[src/rtl/tbf_pkg.sv]
package tbf_pkg;

   localparam int CW_W = 16;

   typedef enum logic [1:0] {
      EOPS_NONE = 2'b00,
      EOPS_FULL = 2'b10,
      EOPS_HALF = 2'b11
   } eop_stat_e;

   typedef enum logic {
      FR_CTL  = 1'b0,
      FR_DATA = 1'b1
   } fr_state_e;

   function automatic logic [CW_W-1:0] make_ctl(input logic payload,
                                                input eop_stat_e est,
                                                input logic sop,
                                                input logic [7:0] port);
      return {payload, est, sop, port, 4'b0000};
   endfunction

endpackage

[src/rtl/tbf_sop_spacer.sv]
module tbf_sop_spacer #(
   parameter int GAP = 8
) (
   input  logic clk,
   input  logic rst_n,
   input  logic sop_fire,
   output logic gap_ok
);
   localparam int CW = $clog2(GAP + 1);

   if (GAP < 1) begin : g_bad_gap
      $error("tbf_sop_spacer: GAP must be at least 1");
   end

   logic [CW-1:0] since_q;

   always_ff @(posedge clk) begin
      if (!rst_n) begin
         since_q <= CW'(GAP);
      end else if (sop_fire) begin
         since_q <= CW'(1);
      end else if (since_q != CW'(GAP)) begin
         since_q <= since_q + 1'b1;
      end
   end

   assign gap_ok = (since_q >= CW'(GAP));

   AST_GAP_CLEARS: assert property (@(posedge clk) disable iff (!rst_n)
      sop_fire |=> !gap_ok);

endmodule

[src/rtl/tbf_burst_ctr.sv]
module tbf_burst_ctr #(
   parameter int BLK_W = 4,
   parameter int WPB   = 8
) (
   input  logic             clk,
   input  logic             rst_n,
   input  logic             start,
   input  logic             sel,
   input  logic [BLK_W-1:0] blk_a,
   input  logic [BLK_W-1:0] blk_b,
   input  logic             step,
   output logic             last
);
   localparam int LIM_W = BLK_W + $clog2(WPB) + 1;

   if (BLK_W < 1) begin : g_bad_blk
      $error("tbf_burst_ctr: BLK_W must be at least 1");
   end
   if (WPB < 1) begin : g_bad_wpb
      $error("tbf_burst_ctr: WPB must be at least 1");
   end

   logic [BLK_W-1:0] blk_pick;
   logic [LIM_W-1:0] blk_eff;
   logic [LIM_W-1:0] limit_q;
   logic [LIM_W-1:0] cnt_q;

   always_comb begin
      blk_pick = sel ? blk_b : blk_a;
      blk_eff  = (blk_pick == '0) ? LIM_W'(1) : LIM_W'(blk_pick);
   end

   always_ff @(posedge clk) begin
      if (!rst_n) begin
         limit_q <= LIM_W'(WPB);
         cnt_q   <= '0;
      end else if (start) begin
         limit_q <= blk_eff * LIM_W'(WPB);
         cnt_q   <= '0;
      end else if (step) begin
         cnt_q   <= cnt_q + 1'b1;
      end
   end

   assign last = (cnt_q == limit_q - 1'b1);

   AST_BURST_CAP: assert property (@(posedge clk) disable iff (!rst_n)
      (step && !last) |=> (cnt_q < limit_q));

endmodule

[src/rtl/tbf_pad_unit.sv]
module tbf_pad_unit #(
   parameter int MIN_WORDS = 32,
   parameter bit ENABLE    = 1'b1
) (
   input  logic clk,
   input  logic rst_n,
   input  logic pkt_start,
   input  logic word_take,
   input  logic word_eop,
   input  logic pad_en,
   input  logic pad_step,
   output logic pad_room,
   output logic pad_active,
   output logic pad_last
);
   localparam int PC_W = $clog2(MIN_WORDS + 1);

   if (MIN_WORDS < 2) begin : g_bad_min
      $error("tbf_pad_unit: MIN_WORDS must be at least 2");
   end

   if (ENABLE) begin : g_pad
      logic [PC_W-1:0] pcnt_q;
      logic [PC_W-1:0] left_q;
      logic            act_q;

      assign pad_room   = pad_en && (pcnt_q < PC_W'(MIN_WORDS - 1));
      assign pad_active = act_q;
      assign pad_last   = (left_q == PC_W'(1));

      always_ff @(posedge clk) begin
         if (!rst_n) begin
            pcnt_q <= '0;
            left_q <= '0;
            act_q  <= 1'b0;
         end else begin
            if (pkt_start) begin
               pcnt_q <= '0;
            end else if (word_take && pcnt_q != PC_W'(MIN_WORDS)) begin
               pcnt_q <= pcnt_q + 1'b1;
            end
            if (word_take && word_eop && pad_room) begin
               left_q <= PC_W'(MIN_WORDS - 1) - pcnt_q;
               act_q  <= 1'b1;
            end else if (pad_step) begin
               left_q <= left_q - 1'b1;
               if (left_q == PC_W'(1)) begin
                  act_q <= 1'b0;
               end
            end
         end
      end

      AST_PAD_ENDS: assert property (@(posedge clk) disable iff (!rst_n)
         (pad_step && pad_last) |=> !act_q);
   end else begin : g_nopad
      logic unused_pad_in;
      assign unused_pad_in = ^{clk, rst_n, pkt_start, word_take, word_eop, pad_en, pad_step};
      assign pad_room   = 1'b0;
      assign pad_active = 1'b0;
      assign pad_last   = 1'b0;
   end

endmodule

[src/rtl/pkt_burst_framer.sv]
module pkt_burst_framer
   import tbf_pkg::*;
#(
   parameter int               PORT_W          = 8,
   parameter int               BLK_W           = 4,
   parameter int               WORDS_PER_BLK   = 8,
   parameter int               MIN_FRAME_BYTES = 64,
   parameter int               SOP_GAP         = 8,
   parameter bit               PAD_ENABLE      = 1'b1,
   parameter logic [CW_W-1:0]  PAD_WORD        = '0
) (
   input  logic              clk,
   input  logic              rst_n,
   input  logic              in_valid,
   output logic              in_ready,
   input  logic [CW_W-1:0]   in_data,
   input  logic              in_sop,
   input  logic              in_eop,
   input  logic              in_odd,
   input  logic [PORT_W-1:0] in_port,
   input  logic              burst_sel,
   input  logic [BLK_W-1:0]  max_blk_a,
   input  logic [BLK_W-1:0]  max_blk_b,
   input  logic              pad_en,
   output logic [CW_W-1:0]   tx_word,
   output logic              tx_ctl
);
   localparam int MIN_WORDS = MIN_FRAME_BYTES / 2;

   if (PORT_W < 1 || PORT_W > 8) begin : g_bad_port
      $error("pkt_burst_framer: PORT_W must be 1..8");
   end
   if (MIN_FRAME_BYTES % 2 != 0) begin : g_bad_frame
      $error("pkt_burst_framer: MIN_FRAME_BYTES must be even");
   end

   fr_state_e         st_q;
   logic              in_pkt_q;
   logic [PORT_W-1:0] port_q;
   eop_stat_e         pend_q;

   logic gap_ok, burst_last;
   logic pad_room, pad_active, pad_last;
   logic can_new, can_cont, start;
   logic take, eop_word, pad_step, pkt_end;
   logic [PORT_W-1:0] ctl_port;
   logic [CW_W-1:0]   nxt_word;
   logic              nxt_ctl;

   always_comb begin
      can_new  = (st_q == FR_CTL) && !in_pkt_q && in_valid && in_sop && gap_ok;
      can_cont = (st_q == FR_CTL) && in_pkt_q && (pad_active || in_valid);
      start    = can_new || can_cont;
      in_ready = (st_q == FR_DATA) && !pad_active;
      take     = in_ready && in_valid;
      eop_word = take && in_eop;
      pad_step = (st_q == FR_DATA) && pad_active;
      pkt_end  = pad_step ? pad_last : (eop_word && !pad_room);
      ctl_port = start ? (can_new ? in_port : port_q) : '0;
   end

   always_comb begin
      if (st_q == FR_CTL) begin
         nxt_ctl  = 1'b1;
         nxt_word = make_ctl(start, pend_q, can_new, 8'(ctl_port));
      end else begin
         nxt_ctl  = 1'b0;
         nxt_word = pad_active ? PAD_WORD : in_data;
      end
   end

   always_ff @(posedge clk) begin
      if (!rst_n) begin
         st_q     <= FR_CTL;
         in_pkt_q <= 1'b0;
         port_q   <= '0;
         pend_q   <= EOPS_NONE;
         tx_word  <= '0;
         tx_ctl   <= 1'b1;
      end else begin
         tx_word <= nxt_word;
         tx_ctl  <= nxt_ctl;
         if (st_q == FR_CTL) begin
            pend_q <= EOPS_NONE;
            if (start) begin
               st_q <= FR_DATA;
            end
            if (can_new) begin
               in_pkt_q <= 1'b1;
               port_q   <= in_port;
            end
         end else begin
            if (pkt_end) begin
               st_q     <= FR_CTL;
               in_pkt_q <= 1'b0;
               pend_q   <= (pad_step || !in_odd) ? EOPS_FULL : EOPS_HALF;
            end else if (burst_last) begin
               st_q <= FR_CTL;
            end
         end
      end
   end

   tbf_sop_spacer #(.GAP(SOP_GAP)) u_spacer (
      .clk      (clk),
      .rst_n    (rst_n),
      .sop_fire (can_new),
      .gap_ok   (gap_ok)
   );

   tbf_burst_ctr #(.BLK_W(BLK_W), .WPB(WORDS_PER_BLK)) u_burst (
      .clk   (clk),
      .rst_n (rst_n),
      .start (start),
      .sel   (burst_sel),
      .blk_a (max_blk_a),
      .blk_b (max_blk_b),
      .step  (st_q == FR_DATA),
      .last  (burst_last)
   );

   tbf_pad_unit #(.MIN_WORDS(MIN_WORDS), .ENABLE(PAD_ENABLE)) u_pad (
      .clk        (clk),
      .rst_n      (rst_n),
      .pkt_start  (can_new),
      .word_take  (take),
      .word_eop   (eop_word),
      .pad_en     (pad_en),
      .pad_step   (pad_step),
      .pad_room   (pad_room),
      .pad_active (pad_active),
      .pad_last   (pad_last)
   );

   // output-side observers for the checks below
   logic [15:0] chk_run_q;
   logic [7:0]  chk_sop_q;
   logic        out_sop;

   assign out_sop = tx_ctl && tx_word[15] && tx_word[12];

   always_ff @(posedge clk) begin
      if (!rst_n) begin
         chk_run_q <= '0;
         chk_sop_q <= 8'(SOP_GAP);
      end else begin
         chk_run_q <= tx_ctl ? '0 : chk_run_q + 1'b1;
         if (out_sop) begin
            chk_sop_q <= 8'd1;
         end else if (chk_sop_q != 8'(SOP_GAP)) begin
            chk_sop_q <= chk_sop_q + 1'b1;
         end
      end
   end

   AST_DATA_AFTER_PAYLOAD: assert property (@(posedge clk) disable iff (!rst_n)
      (tx_ctl && tx_word[15]) |=> !tx_ctl);

   AST_BURST_LED_BY_PAYLOAD: assert property (@(posedge clk) disable iff (!rst_n)
      $fell(tx_ctl) |-> $past(tx_word[15]));

   AST_TAKEN_WORD_OUT: assert property (@(posedge clk) disable iff (!rst_n)
      (in_ready && in_valid) |=> (!tx_ctl && tx_word == $past(in_data)));

   AST_SOP_SPACING: assert property (@(posedge clk) disable iff (!rst_n)
      out_sop |-> (chk_sop_q >= 8'(SOP_GAP)));

   AST_SHORT_BURST_ENDS_PKT: assert property (@(posedge clk) disable iff (!rst_n)
      (tx_ctl && chk_run_q != '0 && (chk_run_q % 16'(WORDS_PER_BLK)) != '0)
         |-> (tx_word[14:13] != 2'b00));

endmodule

[config.mk]
export PLATFORM = sky130hd
export DESIGN_NAME = pkt_burst_framer
export DESIGN_NICKNAME = d
export VERILOG_FILES = /design/src/rtl/tbf_pkg.sv /design/src/rtl/tbf_sop_spacer.sv /design/src/rtl/tbf_burst_ctr.sv /design/src/rtl/tbf_pad_unit.sv /design/src/rtl/pkt_burst_framer.sv
export SDC_FILE = /design/constraint.sdc
export NUM_CORES = 1
export LEC_CHECK = 0
export CELL_PAD_IN_SITES_DETAIL_PLACEMENT = 1
export CELL_PAD_IN_SITES_GLOBAL_PLACEMENT = 1
export CORE_ASPECT_RATIO = 1.4
export CORE_UTILIZATION = 37
export DETAILED_ROUTE_END_ITERATION = 7
export GPL_TIMING_DRIVEN = 1
export PLACE_DENSITY = 0.84
export SLEW_MARGIN = 0
export SYNTH_ARGS = -nofsm -noshare
export SYNTH_HDL_FRONTEND = slang
export SYNTH_SLANG_ARGS = --single-unit
[constraint.sdc]
create_clock -name clk -period 2.3 [get_ports clk]
set_input_delay 0.46 -clock clk [delete_from_list [all_inputs] [get_ports clk]]
set_output_delay 0.46 -clock clk [all_outputs]
set_load 0.05 [all_outputs]
Word level (Yosys, flattened, before mapping)
Index checks and enable logic that the tools add are counted.

Reductions and logical operators: 33. Mux-type cells: 23. Eq/ne operators: 5. Divide/modulo/power cells: 0. Add/subtract/negate cells: 6. Bitwise gates (word level): 2. Multipliers: 0. Order comparisons: 2. Shifts and indexed selects: 0.

Operator list (count): 2-to-1 mux 16 bit (2); 2-to-1 mux 4 bit (4); 2-to-1 mux 8 bit (2); logical AND 1 bit (15); 2-to-1 mux 1 bit (13); 2-to-1 mux 6 bit (2); adder 8 x 1 -> 8 bit, second input constant (1); equality test 8 bit (1); nonzero test 2 bit (4); subtractor 8 x 1 -> 8 bit, second input constant (1); adder 6 x 1 -> 6 bit, second input constant (1); equality test 6 x 1 -> 1 bit, second input constant (1); less-than comparator 6 x 5 -> 1 bit, second input constant (1); != test 6 bit, second input constant (1); AND reduction 2 bit (3); subtractor 5 x 6 -> 6 bit, first input constant (1); subtractor 6 x 1 -> 6 bit, second input constant (1); adder 4 x 1 -> 4 bit, second input constant (1); greater-or-equal comparator 4 bit, second input constant (1); zero test 1 bit (4); zero test 4 bit (1); != test 4 bit, second input constant (1); OR reduction 2 bit (2); logical OR 1 bit (3); other kinds (3) (4).

RAM bits: 0. Logic and storage cells: 85. Memory bits (read-only): 0. Memories: 0. Flip-flop bits (word level): 59. Latch bits: 0.

Depth between registers and ports, before layout
Word-level depth: 8. Gate-level depth with buffers: 6. Depth with buffers taken out: 6.

Hierarchy
From an unflattened synthesis, not the netlist that was laid out.

Cell total of the unflattened synthesis: 301. Area total of the unflattened synthesis: 2864.0 um2.

Modules (own cells, without submodules): pkt_burst_framer (cells each 124, sequential area each 580.6 um2, times used 1, area an instance 1258.7 um2); tbf_pad_unit (cells each 85, sequential area each 260.2 um2, times used 1, area an instance 735.7 um2); tbf_burst_ctr (cells each 73, sequential area each 240.2 um2, times used 1, area an instance 656.9 um2); tbf_sop_spacer (cells each 19, sequential area each 80.1 um2, times used 1, area an instance 212.7 um2).

Least setup slack after synthesis
OpenSTA, ideal clock, no wires.

Kind: reg2reg. Start point: register u_burst.limit_q[3]. End point: register st_q. Stages on the path, launching flop included: 7. Library setup time: 0.126 ns. Path buffers: 0. Slack: 0.584 ns. Data arrival time: 1.590 ns. Cells stage by stage: dfxtp_1 > inv_1 > ha_1 > o21ba_1 > a221o_1 > a2111oi_2 > o31ai_1.

Cells in the longest elaborated chain, start to end: 5.

RTL lines: start: declaration (line tbf_burst_ctr.sv:25) `logic [LIM_W-1:0] limit_q;`; start signal: assignment (line tbf_burst_ctr.sv:35) `limit_q <= LIM_W'(WPB);`; start signal: assignment (line tbf_burst_ctr.sv:38) `limit_q <= blk_eff * LIM_W'(WPB);`; subtractor 8 x 1 -> 8 bit (line tbf_burst_ctr.sv:45) `assign last = (cnt_q == limit_q - 1'b1);`; equality test 8 bit (line tbf_burst_ctr.sv:45); 2-to-1 mux 1 bit (line pkt_burst_framer.sv:97) `end else if (burst_last) begin`; 2-to-1 mux 1 bit (line pkt_burst_framer.sv:93) `if (pkt_end) begin`; 2-to-1 mux 1 bit (line pkt_burst_framer.sv:83) `if (st_q == FR_CTL) begin`; end signal: assignment (line pkt_burst_framer.sv:86) `st_q <= FR_DATA;`; end signal: assignment (line pkt_burst_framer.sv:94) `st_q <= FR_CTL;`; end signal: assignment (line pkt_burst_framer.sv:98) `st_q <= FR_CTL;`; end: declaration (line pkt_burst_framer.sv:37) `fr_state_e st_q;`.

Every way passes these cells. A chain may end at the register's enable or synchronous reset.

Final worst setup path
Start point: register st_q. End point: output port in_ready.

Cells in the longest elaborated chain, start to end: 1.

RTL lines: start signal: assignment (line pkt_burst_framer.sv:74) `st_q <= FR_CTL;`; start signal: assignment (line pkt_burst_framer.sv:86); start signal: assignment (line pkt_burst_framer.sv:94); logical AND 1 bit (line pkt_burst_framer.sv:54) `in_ready = (st_q == FR_DATA) && !pad_active;`; end: declaration (line pkt_burst_framer.sv:15) `output logic in_ready,`.

Every way passes these cells.

==> results_dict.tcl <==
set metrics [dict create \
    drt_iter0_drc 65 \
    fin_cells 434 \
    holdPathStages 2 \
    multiInputGateArea_um2 1270 \
    grt-ovfl-total 0 \
    numPortBuffers 57 \
    vias 2217 \
    post-route-period-util_pct 94.2 \
    dp_hpwl_um 5200 \
    grt_pass1_vias 2425 \
    clk_pin_slew_worst_paths_ns 0.06 \
    fmax_mhz 462 \
    ctsHoldBuffers 0 \
    clockRootBuffer "clkbuf_8" \
    clk-insertion-delay-late_ns 0.34 \
    antenna_found_initial 0 \
    switchingPower_w 0.000713 \
    yosys_warnings 0 \
    combPwrFrac_pct 19.2 \
    htree_levels 3 \
    leakagePower_nw 1.30 \
    setup_tns_ns 0 \
    synth_seq_area_share_pct 45.9 \
    slew-limit-headroom_pct 63.5 \
    syn_avg_cell_area_um2 9.31 \
    period_minus_slack_ns 2.17 \
    critPathMaxFanout 12 \
    clock-sinks 58 \
    cp.arrival_ns 1.71 \
    synth_edf_count 0 \
    crit_type "reg2out" \
    power_w 0.00249 \
    setup_viol_count_final 0 \
    syn_area_um2 2530 \
    wl_per_cell_um 15.9 \
    dieArea_um2 7180 \
    peakVddDrop_v 0.000335 \
    whs_ns 0.498 \
    synth_cells 272 \
    pwr-share-seq_pct 44.9 \
    routed_wl_um 6890 \
    drt_pass1_iterations 5 \
    setup_ws_ns 0.134 \
    grt_pass1_wl_um 11300 \
    reg2reg_from "u_burst.limit_q[3]$_SDFFE_PN1N_" \
    rsz0062_at_grt "false" \
    final-max-slew-violation-count 0 \
    area_growth_pct 35.0 \
    synth_top_area_share_pct 45.9 \
    clkPwrFrac_pct 35.9 \
    yosys-top-cells-area "dfxtp_1 (46%), mux2i_1 (5.5%), nor2_1 (5.5%), ha_1 (4.0%), xor2_1 (3.8%)" \
    synthArstFlopShare_pct 0 \
    core_um2 6610 \
    crit_required_ns 1.84 \
    crit_path_start_kind "register" \
    place_congestion 0.742 \
    cts_setup_buffers 0 \
    io_pins 58 \
    drc_errors 0 \
    critPathMaxStageDelay_ns 0.63 \
    vias_per_cell 5.11 \
    p_int_w 0.00177 \
    hold_viol_final 0 \
    dp_slack_ns 0.152 \
    r2r_slack_ns 0.38 \
    antenna_left 0 \
    reg2regPathDepth 6 \
    drive_gt1_share_pct 9.06 \
    p_per_area_nw_per_um2 728 \
    synth_cell_types 48 \
    min_from "port_q[6]$_SDFFE_PN0N_" \
    yosysTopAreaCell "dfxtp_1" \
    fill_cells 770 \
    drv_cap 0 \
    hp-class "reg2reg" \
    yosys_register_bits 58 \
    synthFlopType "dfxtp_1" \
    path_delay_family "flip-flops" \
    antennaDiodeCount 0 \
    die_y_um 99.9 \
    status "finished clean" \
    dp.cells 418 \
    rr_endpoint "st_q$_SDFF_PN0_" \
    die_w_um 71.9 \
    tightest_slew_ns 0.546 \
    fin_nets 385 \
    cts_buffer_depth 2 \
    synth_nets 320 \
    netSwitchingFraction_pct 28.7 \
    post_cts_resized 0 \
    crit_buf_inv 2 \
    core.rowCount 35 \
    worstPathCellList "inv_2 > nor2_1 > buf_12" \
    min_to "port_q[6]$_SDFFE_PN0N_" \
    end_kind "output port" \
    final.setup_skew_ns 0.00760 \
    crit_slowest_cell "dfxtp_1" \
    seqCellArea_um2 1160 \
    grt_max_degree 15 \
    numCtsBuffers 9 \
    grt_usage_pct 20.7 \
    tritoncts "built" \
    start_util_pct 38.3 \
]
[how the worst max path moves through the flow]
stage,startpoint,endpoint,cells after the start
floorplan,u_burst.limit_q[3]$_SDFFE_PN1N_,st_q$_SDFF_PN0_,6
global placement,in_sop,st_q$_SDFF_PN0_,5
detailed placement,in_valid,tx_word[6]$_SDFF_PN0_,6
CTS,st_q$_SDFF_PN0_,in_ready,3
global route,st_q$_SDFF_PN0_,in_ready,3
finish,st_q$_SDFF_PN0_,in_ready,3
[metal layers]
metal	global-route usage, %	vias up	share of wire, %
met5	0	-	0
met4	9.35	0	2.5
met3	5.82	16	3.2
met2	39.6	42	57
met1	20.2	1086	37
li1	-	1073	-
[synthesized netlist by cell type, types with 3 or more instances]
| master | instances |
|---|---|
| dfxtp_1 | 58 |
| nor2_1 | 37 |
| nand2_1 | 19 |
| mux2i_1 | 14 |
| o21ai_1 | 13 |
| xor2_1 | 11 |
| a21oi_1 | 10 |
| inv_1 | 10 |
| xnor2_1 | 10 |
| ha_1 | 8 |
| nand3_1 | 8 |
| buf_2 | 5 |
| nand4_1 | 5 |
| and2_1 | 4 |
| nor3_1 | 4 |
| or3_1 | 4 |
| a211oi_1 | 3 |
| a22oi_1 | 3 |
| clkbuf_1 | 3 |
| mux2_1 | 3 |
| nand3b_1 | 3 |
[power by group through the flow]
stage	Sequential, W	Clock (W)	Combinational [W]
finish	0.00112	0.000894	0.000477
detailed placement	0.00114	0	0.000471
global placement	0.00113	0	0.000451
floorplan	0.00118	0	0.000244
CTS	0.00112	0.000920	0.000483
global route	0.00112	0.000969	0.000517
[state kept, by name, indices dropped and copies added (netlist names)]
signal,flops
u_burst.limit_q,4
tx_word,16
pend_q,2
u_burst.cnt_q,8
tx_ctl,1
u_pad.g_pad.left_q,6
u_pad.g_pad.pcnt_q,6
port_q,8
st_q,1
in_pkt_q,1
u_spacer.since_q,4
u_pad.pad_active,1
[worst reg2reg max path, stage by stage, from the launching register on]
cell and delay [ns]:
dfxtp_1 0.40, inv_1 0.06, ha_1 0.25, o21ba_1 0.19
a221o_1 0.35, a2111oi_2 0.41, o31ai_1 0.12
[metrics by stage]
stage	cell area (um^2)	utilization, %
5_1_grt	3420	51.7
2_1_floorplan	2530	-
4_1_cts	3420	51.7
6_report	3420	51.7
3_3_place_gp	3230	48.9
3_5_place_dp	3230	48.9
[final cells by class]
| cell class | instances | share of cell area, % |
|---|---|---|
| Sequential cell | 58 | 34.0 |
| Inverter | 12 | 1.32 |
| Timing Repair Buffer | 65 | 18.7 |
| Multi-Input combinational cell | 191 | 37.2 |
| Tap cell | 92 | 3.37 |
| Clock inverter | 6 | 1.68 |
| Clock buffer | 10 | 3.73 |
[cell usage in the layout, fill, tap and decap left out, types with 8 or more instances in the layout]
cell type / count
ha_1: 8
clkdlybuf4s50_1: 56
mux2i_1: 14
nand2_1: 19
dfxtp_1: 58
buf_4: 8
xor2_1: 11
xnor2_1: 10
a21oi_1: 10
inv_1: 10
nand3_1: 8
o21ai_1: 13
nor2_1: 37
clkbuf_8: 9
[logic make-up (layout without fill, tap and decap cells)]
kind of cell / after synthesis / in the layout / synth area share (%)
AOI/OAI and AO/OA: 48 / 48 / 13.1
xor gates and xnor gates: 21 / 21 / 7.27
adders and majority gates: 8 / 8 / 3.95
buffers and inverters: 23 / 93 / 3.95
DFF: 58 / 58 / 45.9
muxes: 17 / 17 / 6.87
and+or+nand+nor: 97 / 97 / 18.9
No activity file was read; power rests on OpenSTA's default activity.
